**src/rtl/keypad_pkg.sv**
```systemverilog
`timescale 1ns/1ps
package keypad_pkg;
  localparam int KP_ROWS  = 4;
  localparam int KP_COLS  = 4;
  localparam int KP_ROW_W = $clog2(KP_ROWS);
  localparam int KP_COL_W = $clog2(KP_COLS);
  localparam int KP_CODE_W = 4;

  typedef enum logic [1:0] {
    SC_SETTLE  = 2'd0,
    SC_HOLD    = 2'd1,
    SC_RELEASE = 2'd2
  } scan_state_t;

  // Telephone-style map: digits in the 3x3 block, letters in the last
  // column, star/zero/hash on the bottom row.
  function automatic logic [KP_CODE_W-1:0] map_key(
    input logic [KP_ROW_W-1:0] row,
    input logic [KP_COL_W-1:0] col
  );
    logic [KP_CODE_W-1:0] r4, c4;
    r4 = KP_CODE_W'(row);
    c4 = KP_CODE_W'(col);
    if (col == KP_COL_W'(KP_COLS - 1)) begin
      map_key = 4'hA + r4;
    end else if (row == KP_ROW_W'(KP_ROWS - 1)) begin
      case (col)
        KP_COL_W'(0): map_key = 4'hE;
        KP_COL_W'(1): map_key = 4'h0;
        default:      map_key = 4'hF;
      endcase
    end else begin
      map_key = r4 * 4'd3 + c4 + 4'd1;
    end
  endfunction
endpackage

```
**src/rtl/keypad_row_sync.sv**
```systemverilog
`timescale 1ns/1ps
module keypad_row_sync #(
  parameter int WIDTH  = 4,
  parameter int STAGES = 2
) (
  input  logic             clk_i,
  input  logic             rst_ni,
  input  logic [WIDTH-1:0] async_i,
  output logic [WIDTH-1:0] sync_o
);
  for (genvar b = 0; b < WIDTH; b++) begin : g_bit
    logic [STAGES-1:0] chain_q;
    always_ff @(posedge clk_i or negedge rst_ni) begin
      if (!rst_ni) begin
        chain_q <= '1;
      end else begin
        chain_q <= {chain_q[STAGES-2:0], async_i[b]};
      end
    end
    assign sync_o[b] = chain_q[STAGES-1];
  end
endmodule

```
**src/rtl/keypad_col_driver.sv**
```systemverilog
`timescale 1ns/1ps
module keypad_col_driver #(
  parameter int COLS       = 4,
  parameter int SETTLE_CYC = 255,
  localparam int COL_W = $clog2(COLS),
  localparam int CNT_W = $clog2(SETTLE_CYC + 1)
) (
  input  logic             clk_i,
  input  logic             rst_ni,
  input  logic             advance_i,
  output logic [COL_W-1:0] col_idx_o,
  output logic [COLS-1:0]  col_n_o,
  output logic             settle_done_o
);
  localparam logic [CNT_W-1:0] CNT_LAST = CNT_W'(SETTLE_CYC - 1);
  localparam logic [COL_W-1:0] COL_LAST = COL_W'(COLS - 1);

  logic [COL_W-1:0] col_q;
  logic [CNT_W-1:0] cnt_q;

  always_ff @(posedge clk_i or negedge rst_ni) begin
    if (!rst_ni) begin
      col_q <= '0;
      cnt_q <= '0;
    end else if (advance_i) begin
      col_q <= (col_q == COL_LAST) ? '0 : col_q + COL_W'(1);
      cnt_q <= '0;
    end else if (cnt_q != CNT_LAST) begin
      cnt_q <= cnt_q + CNT_W'(1);
    end
  end

  for (genvar c = 0; c < COLS; c++) begin : g_drive
    assign col_n_o[c] = (col_q != COL_W'(c));
  end

  assign col_idx_o     = col_q;
  assign settle_done_o = (cnt_q == CNT_LAST);
endmodule

```
**src/rtl/keypad_row_encoder.sv**
```systemverilog
`timescale 1ns/1ps
module keypad_row_encoder
  import keypad_pkg::*;
(
  input  logic [KP_ROWS-1:0]   rows_n_i,
  input  logic [KP_COL_W-1:0]  col_idx_i,
  output logic                 hit_o,
  output logic [KP_CODE_W-1:0] code_o
);
  logic [KP_ROW_W-1:0] row_sel;

  always_comb begin
    row_sel = '0;
    for (int r = KP_ROWS - 1; r >= 0; r--) begin
      if (!rows_n_i[r]) row_sel = KP_ROW_W'(r);
    end
  end

  assign hit_o  = ~&rows_n_i;
  assign code_o = map_key(row_sel, col_idx_i);
endmodule

```
**src/rtl/keypad_scan_top.sv**
```systemverilog
`timescale 1ns/1ps
module keypad_scan_top
  import keypad_pkg::*;
#(
  parameter int SETTLE_CYC  = 255,
  parameter int SYNC_STAGES = 2
) (
  input  logic                 clk_i,
  input  logic                 rst_ni,
  input  logic [KP_ROWS-1:0]   row_n_i,
  output logic [KP_COLS-1:0]   col_n_o,
  output logic                 key_valid_o,
  input  logic                 key_ready_i,
  output logic [KP_CODE_W-1:0] key_code_o
);
  logic [KP_ROWS-1:0]   rows_s;
  logic [KP_COL_W-1:0]  col_idx;
  logic                 settle_done;
  logic                 advance;
  logic                 hit;
  logic [KP_CODE_W-1:0] code_c;

  scan_state_t          state_q;
  logic                 valid_q;
  logic [KP_CODE_W-1:0] code_q;

  keypad_row_sync #(.WIDTH(KP_ROWS), .STAGES(SYNC_STAGES)) u_sync (
    .clk_i   (clk_i),
    .rst_ni  (rst_ni),
    .async_i (row_n_i),
    .sync_o  (rows_s)
  );

  keypad_col_driver #(.COLS(KP_COLS), .SETTLE_CYC(SETTLE_CYC)) u_cols (
    .clk_i         (clk_i),
    .rst_ni        (rst_ni),
    .advance_i     (advance),
    .col_idx_o     (col_idx),
    .col_n_o       (col_n_o),
    .settle_done_o (settle_done)
  );

  keypad_row_encoder u_enc (
    .rows_n_i  (rows_s),
    .col_idx_i (col_idx),
    .hit_o     (hit),
    .code_o    (code_c)
  );

  always_comb begin
    advance = 1'b0;
    case (state_q)
      SC_SETTLE:  advance = settle_done && !hit;
      SC_RELEASE: advance = !hit;
      default:    advance = 1'b0;
    endcase
  end

  always_ff @(posedge clk_i or negedge rst_ni) begin
    if (!rst_ni) begin
      state_q <= SC_SETTLE;
      valid_q <= 1'b0;
      code_q  <= '0;
    end else begin
      case (state_q)
        SC_SETTLE: begin
          if (settle_done && hit) begin
            code_q  <= code_c;
            valid_q <= 1'b1;
            state_q <= SC_HOLD;
          end
        end
        SC_HOLD: begin
          if (key_ready_i) begin
            valid_q <= 1'b0;
            state_q <= SC_RELEASE;
          end
        end
        SC_RELEASE: begin
          if (!hit) state_q <= SC_SETTLE;
        end
        default: state_q <= SC_SETTLE;
      endcase
    end
  end

  assign key_valid_o = valid_q;
  assign key_code_o  = code_q;
endmodule

```
**config.mk**
```make
export PLATFORM = sky130hd
export DESIGN_NAME = keypad_scan_top
export DESIGN_NICKNAME = d
export VERILOG_FILES = /design/src/rtl/keypad_pkg.sv /design/src/rtl/keypad_row_sync.sv /design/src/rtl/keypad_col_driver.sv /design/src/rtl/keypad_row_encoder.sv /design/src/rtl/keypad_scan_top.sv
export SDC_FILE = /design/constraint.sdc
export NUM_CORES = 1
export LEC_CHECK = 0
export ABC_AREA = 1
export BUFFER_PORTS_ARGS = -buffer_cell sky130_fd_sc_hd__buf_2
export CELL_PAD_IN_SITES_DETAIL_PLACEMENT = 0
export CELL_PAD_IN_SITES_GLOBAL_PLACEMENT = 1
export CORE_AREA = 2 2 60 62
export CTS_CLUSTER_DIAMETER = 80
export DETAILED_ROUTE_END_ITERATION = 8
export DIE_AREA = 0 0 62 64
export HOLD_SLACK_MARGIN = 0.02
export PLACE_DENSITY_LB_ADDON = 0.1
export SYNTH_ARGS = -nofsm -noshare
export SYNTH_HDL_FRONTEND = slang
export SYNTH_SLANG_ARGS = --single-unit
```
**constraint.sdc**
```tcl
create_clock -name clk_i -period 2.39 [get_ports clk_i]
set_clock_uncertainty 0.15 [all_clocks]
set_input_delay 0 -clock clk_i [delete_from_list [all_inputs] [get_ports clk_i]]
set_output_delay 0 -clock clk_i [all_outputs]
set_load 0.01 [all_outputs]
```
==> results.md <==
- The flow ran to the end, and the final reports show no timing, DRC or antenna violations.
- IR analysis of the VDD net gives a maximum drop of 0.440 mV.
- Of all nets on the critical path, the largest fanout is 3.
- Subtracting the final worst setup slack from the clock period gives approximately 2100 ps.
- The count of unresolved DRC violations after routing is 0.
- The global routing usage summed across all routing layers is 0.152.
- The worst register-to-register path has a setup slack of ~290 ps.
- For the pin with the worst max-slew slack, the measured transition is 564 ps.
- Power spread over the standard cell area amounts to between 800 and 900 mW/mm².
- For the worst-skew pair, the clock arrives at the later sink with an insertion delay of 320 ps.
- The number of nets in the synthesized netlist is 182.
- The tightest slew margin relative to the limit is 0.624.
- For this run the aggregate overflow at the end of global routing stands at 0.
- The sequential cells in the finished layout cover a total of 636 µm².
- The filler cells instantiated in the layout total approximately 330.
- The top cell types in the final layout, fill and taps aside, are nand2_1, inv_1, nand3_1, dfrtp_1, buf_2.
- After routing the design area is ~0.0016 mm².
- Buffers placed on the I/O ports in this run total 15.
- The final-report hold violation count came to 0.
- STA classifies the critical path startpoint as a register.
- The initial standard-cell utilization of the core is 0.421.
- The post-synthesis sequential area ratio is 0.459.
- The leading cell type in the layout, fill and taps excluded is nand2_1.
- The maximum frequency from static timing analysis is 476 MHz.
- After the last flow step, the layout net total stands at 208.
- 16 I/O pins were placed.
- The share of synthesized area in the top cell type comes to 0.307.
- In this run the number of H-tree levels came out at 1.
- The repair_antennas step left the layout with diodes totalling 0.
- In this run the core area contains 21 standard-cell rows.
- Traced cell by cell, the critical path runs through a21boi_0, ha_1, fa_1, nand2_1, nand2_1, nand2_1, nand3_1, nand3_1, nand2_1.
- The detailed placement HPWL is about 1.9 mm.
- The number of clock sinks is 25.
- The number of global-route vias before repair is 1,031.
- The mapped netlist covers 0.00138 mm².
- The routed length per instance is 10.6 µm.
- The width of the die is between 60 and 70 µm.
- The startpoint of the most critical register-to-register path is u_sync.g_bit[0].chain_q[1]$_DFF_PN1_.
- The critical path data arrival time is between 2000 and 2500 ps.
- The die covers 0.00397 mm².
- In the final layout, the multi-input gates occupy 644 µm².
- The number of optimization iterations in the first detailed-route pass is 4.
- In the post-synthesis netlist, the biggest area contributors are dfrtp_1, dfstp_2, nand2_1.
- The longest clock path from root to sink contains 2 buffers.
- The proportion of layout cells with a drive suffix above 1 is 0.206.
- In this run the worst hold path is classified as in2async.
- The total of endpoints with negative setup slack in the final report is 0.
- The post-CTS setup buffer count is 0.
- Clock tree synthesis inserted a total of 3 buffers.
- The kind of cell with the highest combined delay along the critical path is adder cells.
- For this design the static power due to leakage is 0.875 nW.
- The first-pass GRT wire length is roughly 4.5 mm.
- The number of antenna violations at the first check in global routing was 0.
- Entering global routing, the biggest net connects 26 pins.
- The register bit count reported by yosys is 25.
- The final sum of negative setup slack is 0 ps.
- The CTS tree is built.
- The total wire length after detailed routing is roughly 2.5 mm.
- The synthesized design spends more area on one cell type than any other, namely dfrtp_1.
- The total of warnings raised by yosys is 0.
- Across all hold checks on the routed design, the worst slack comes to 42.3 ps.
- The die height is between 60 and 70 µm.
- The post-CTS clock slew at the launch and capture registers of the worst setup and hold paths is between 100 and 150 ps.
- The max-slew violation total from the final report is 0.
- The data required time at the worst endpoint is 2470 ps.
- The kind of critical path is reg2reg.
- The standard cell area after detailed placement is 0.00152 mm².
- In this run the critical register-to-register path is captured at key_code_o[2]$_DFFE_PN0P_.
- Detailed routing inserted a total of about 1,100 vias.
- STA classifies the critical path endpoint as a register.
- The synthesized instance count is between 150 and 200.
- The number of DRC markers in iteration 0 is 57.
- The largest stage delay on the critical path is 560 ps.
- The tree is rooted in a clkbuf_4.
- Among all stages on the critical path, the largest delay is contributed by dfstp_2.
- The critical path contains buffers and inverters numbering 0 combined.
- By instance count, the cell type seen most on the critical path is nand2_1.
- Using the TritonRoute via totals, the vias-per-cell ratio works out to 4.57.
- The synthesis-to-layout area growth is 15.9%.
- Setup repair after global routing left no endpoint under its margin.
- The post-synthesis cell type count is 24.
- At the end of routability-driven placement, the weighted congestion stood at a little over 0.8.
- The number of cell instances on the worst register-to-register path is 9.
- The average instance in the mapped netlist occupies 8.44 µm².
- The share of the clock period used by the worst path after layout is 0.879.
- The max-cap check violation count is 0.
- The remaining number of nets flagged by the antenna check after routing is 0.
- The core region is 0.00328 mm².
==> sequential cells by signal, indices dropped and copies added, names as in the netlist <==
signal and count:
key_valid_o 1, u_cols.col_idx_o 2, state_q 2, u_sync.g_bit.chain_q 8, key_code_o 4, u_cols.cnt_q 8
==> power breakdown <==
part | total [mW] | switching (mW) | internal [mW] | leakage (nW)
logic | 0.549 | 0.323 | 0.225 | 0.554
registers | 0.610 | 0.0970 | 0.513 | 0.303
clock network | 0.194 | 0.131 | 0.0629 | 0.0177
total | 1.35 | 0.552 | 0.801 | 0.875
==> worst max-delay path by stage <==
stage | depth (start not counted) | end | from | slack, ps
finish | 9 | key_code_o[2]$_DFFE_PN0P_ | u_sync.g_bit[0].chain_q[1]$_DFF_PN1_ | 290
floorplan | 9 | key_code_o[2]$_DFFE_PN0P_ | u_sync.g_bit[0].chain_q[1]$_DFF_PN1_ | 420
CTS | 9 | key_code_o[2]$_DFFE_PN0P_ | u_sync.g_bit[0].chain_q[1]$_DFF_PN1_ | 290
global placement | 9 | key_code_o[2]$_DFFE_PN0P_ | u_sync.g_bit[0].chain_q[1]$_DFF_PN1_ | 360
global route | 10 | key_code_o[1]$_DFFE_PN0P_ | u_sync.g_bit[2].chain_q[1]$_DFF_PN1_ | 140
detailed placement | 9 | key_code_o[2]$_DFFE_PN0P_ | u_sync.g_bit[0].chain_q[1]$_DFF_PN1_ | 310
==> timing repair <==
item | in CTS | in global routing
gates resized for setup | 0 | 0
hold endpoints to repair | 32 | 0
endpoints found under the setup margin | 0 | 0
hold buffers | 6 | 0
==> metrics by stage <==
step	cells	total power, mW	utilization	worst slack, ps
finish	235	1.35	0.488	289
global route	235	1.51	0.488	142
CTS	235	1.38	0.488	287
detailed placement	225	1.17	0.462	309
global placement	225	1.15	0.462	362
floorplan	164	1.02	-	422
==> layout make-up <==
type,count,area share
clock buffer,3,0.0140
clock inverter,1,0.00312
inverter,26,0.0647
multi-input combinational,113,0.402
sequential,25,0.396
tap,46,0.0359
timing repair buffer,21,0.0842
==> synthesized netlist by cell type <==
library cell / instances
o21ai_0: 7
a21boi_0: 1
clkinv_4: 1
nor2_1: 14
nand2_4: 3
o21ai_1: 1
ha_1: 10
nand3_1: 18
nor2_2: 2
nor3b_1: 1
nand2_1: 41
o31ai_1: 1
clkinv_2: 1
dfrtp_1: 17
fa_1: 1
nand4_1: 1
a21oi_1: 4
nor3_1: 1
nand2_2: 2
nor2_4: 2
dfstp_2: 8
inv_1: 24
xor2_1: 2
nand3_2: 1
==> cells by family after synthesis <==
family                   Yosys count  synth area share
adder cells (fa/ha/maj)           11             0.105
buffers and inverters             26            0.0750
flip-flops                        25             0.459
XOR/XNOR                           2            0.0127
AO/OA/AOI/OAI                     14            0.0542
AND/OR/NAND/NOR                   86             0.294
==> routing by layer <==
metal,GRT usage,up-vias,share of wire
met2,0.232,25,0.46
met1,0.209,475,0.47
met5,0,-,0
met3,0.0304,5,0.046
met4,0.0559,0,0.018
li1,-,569,-
(Power assumes the default switching activity.)
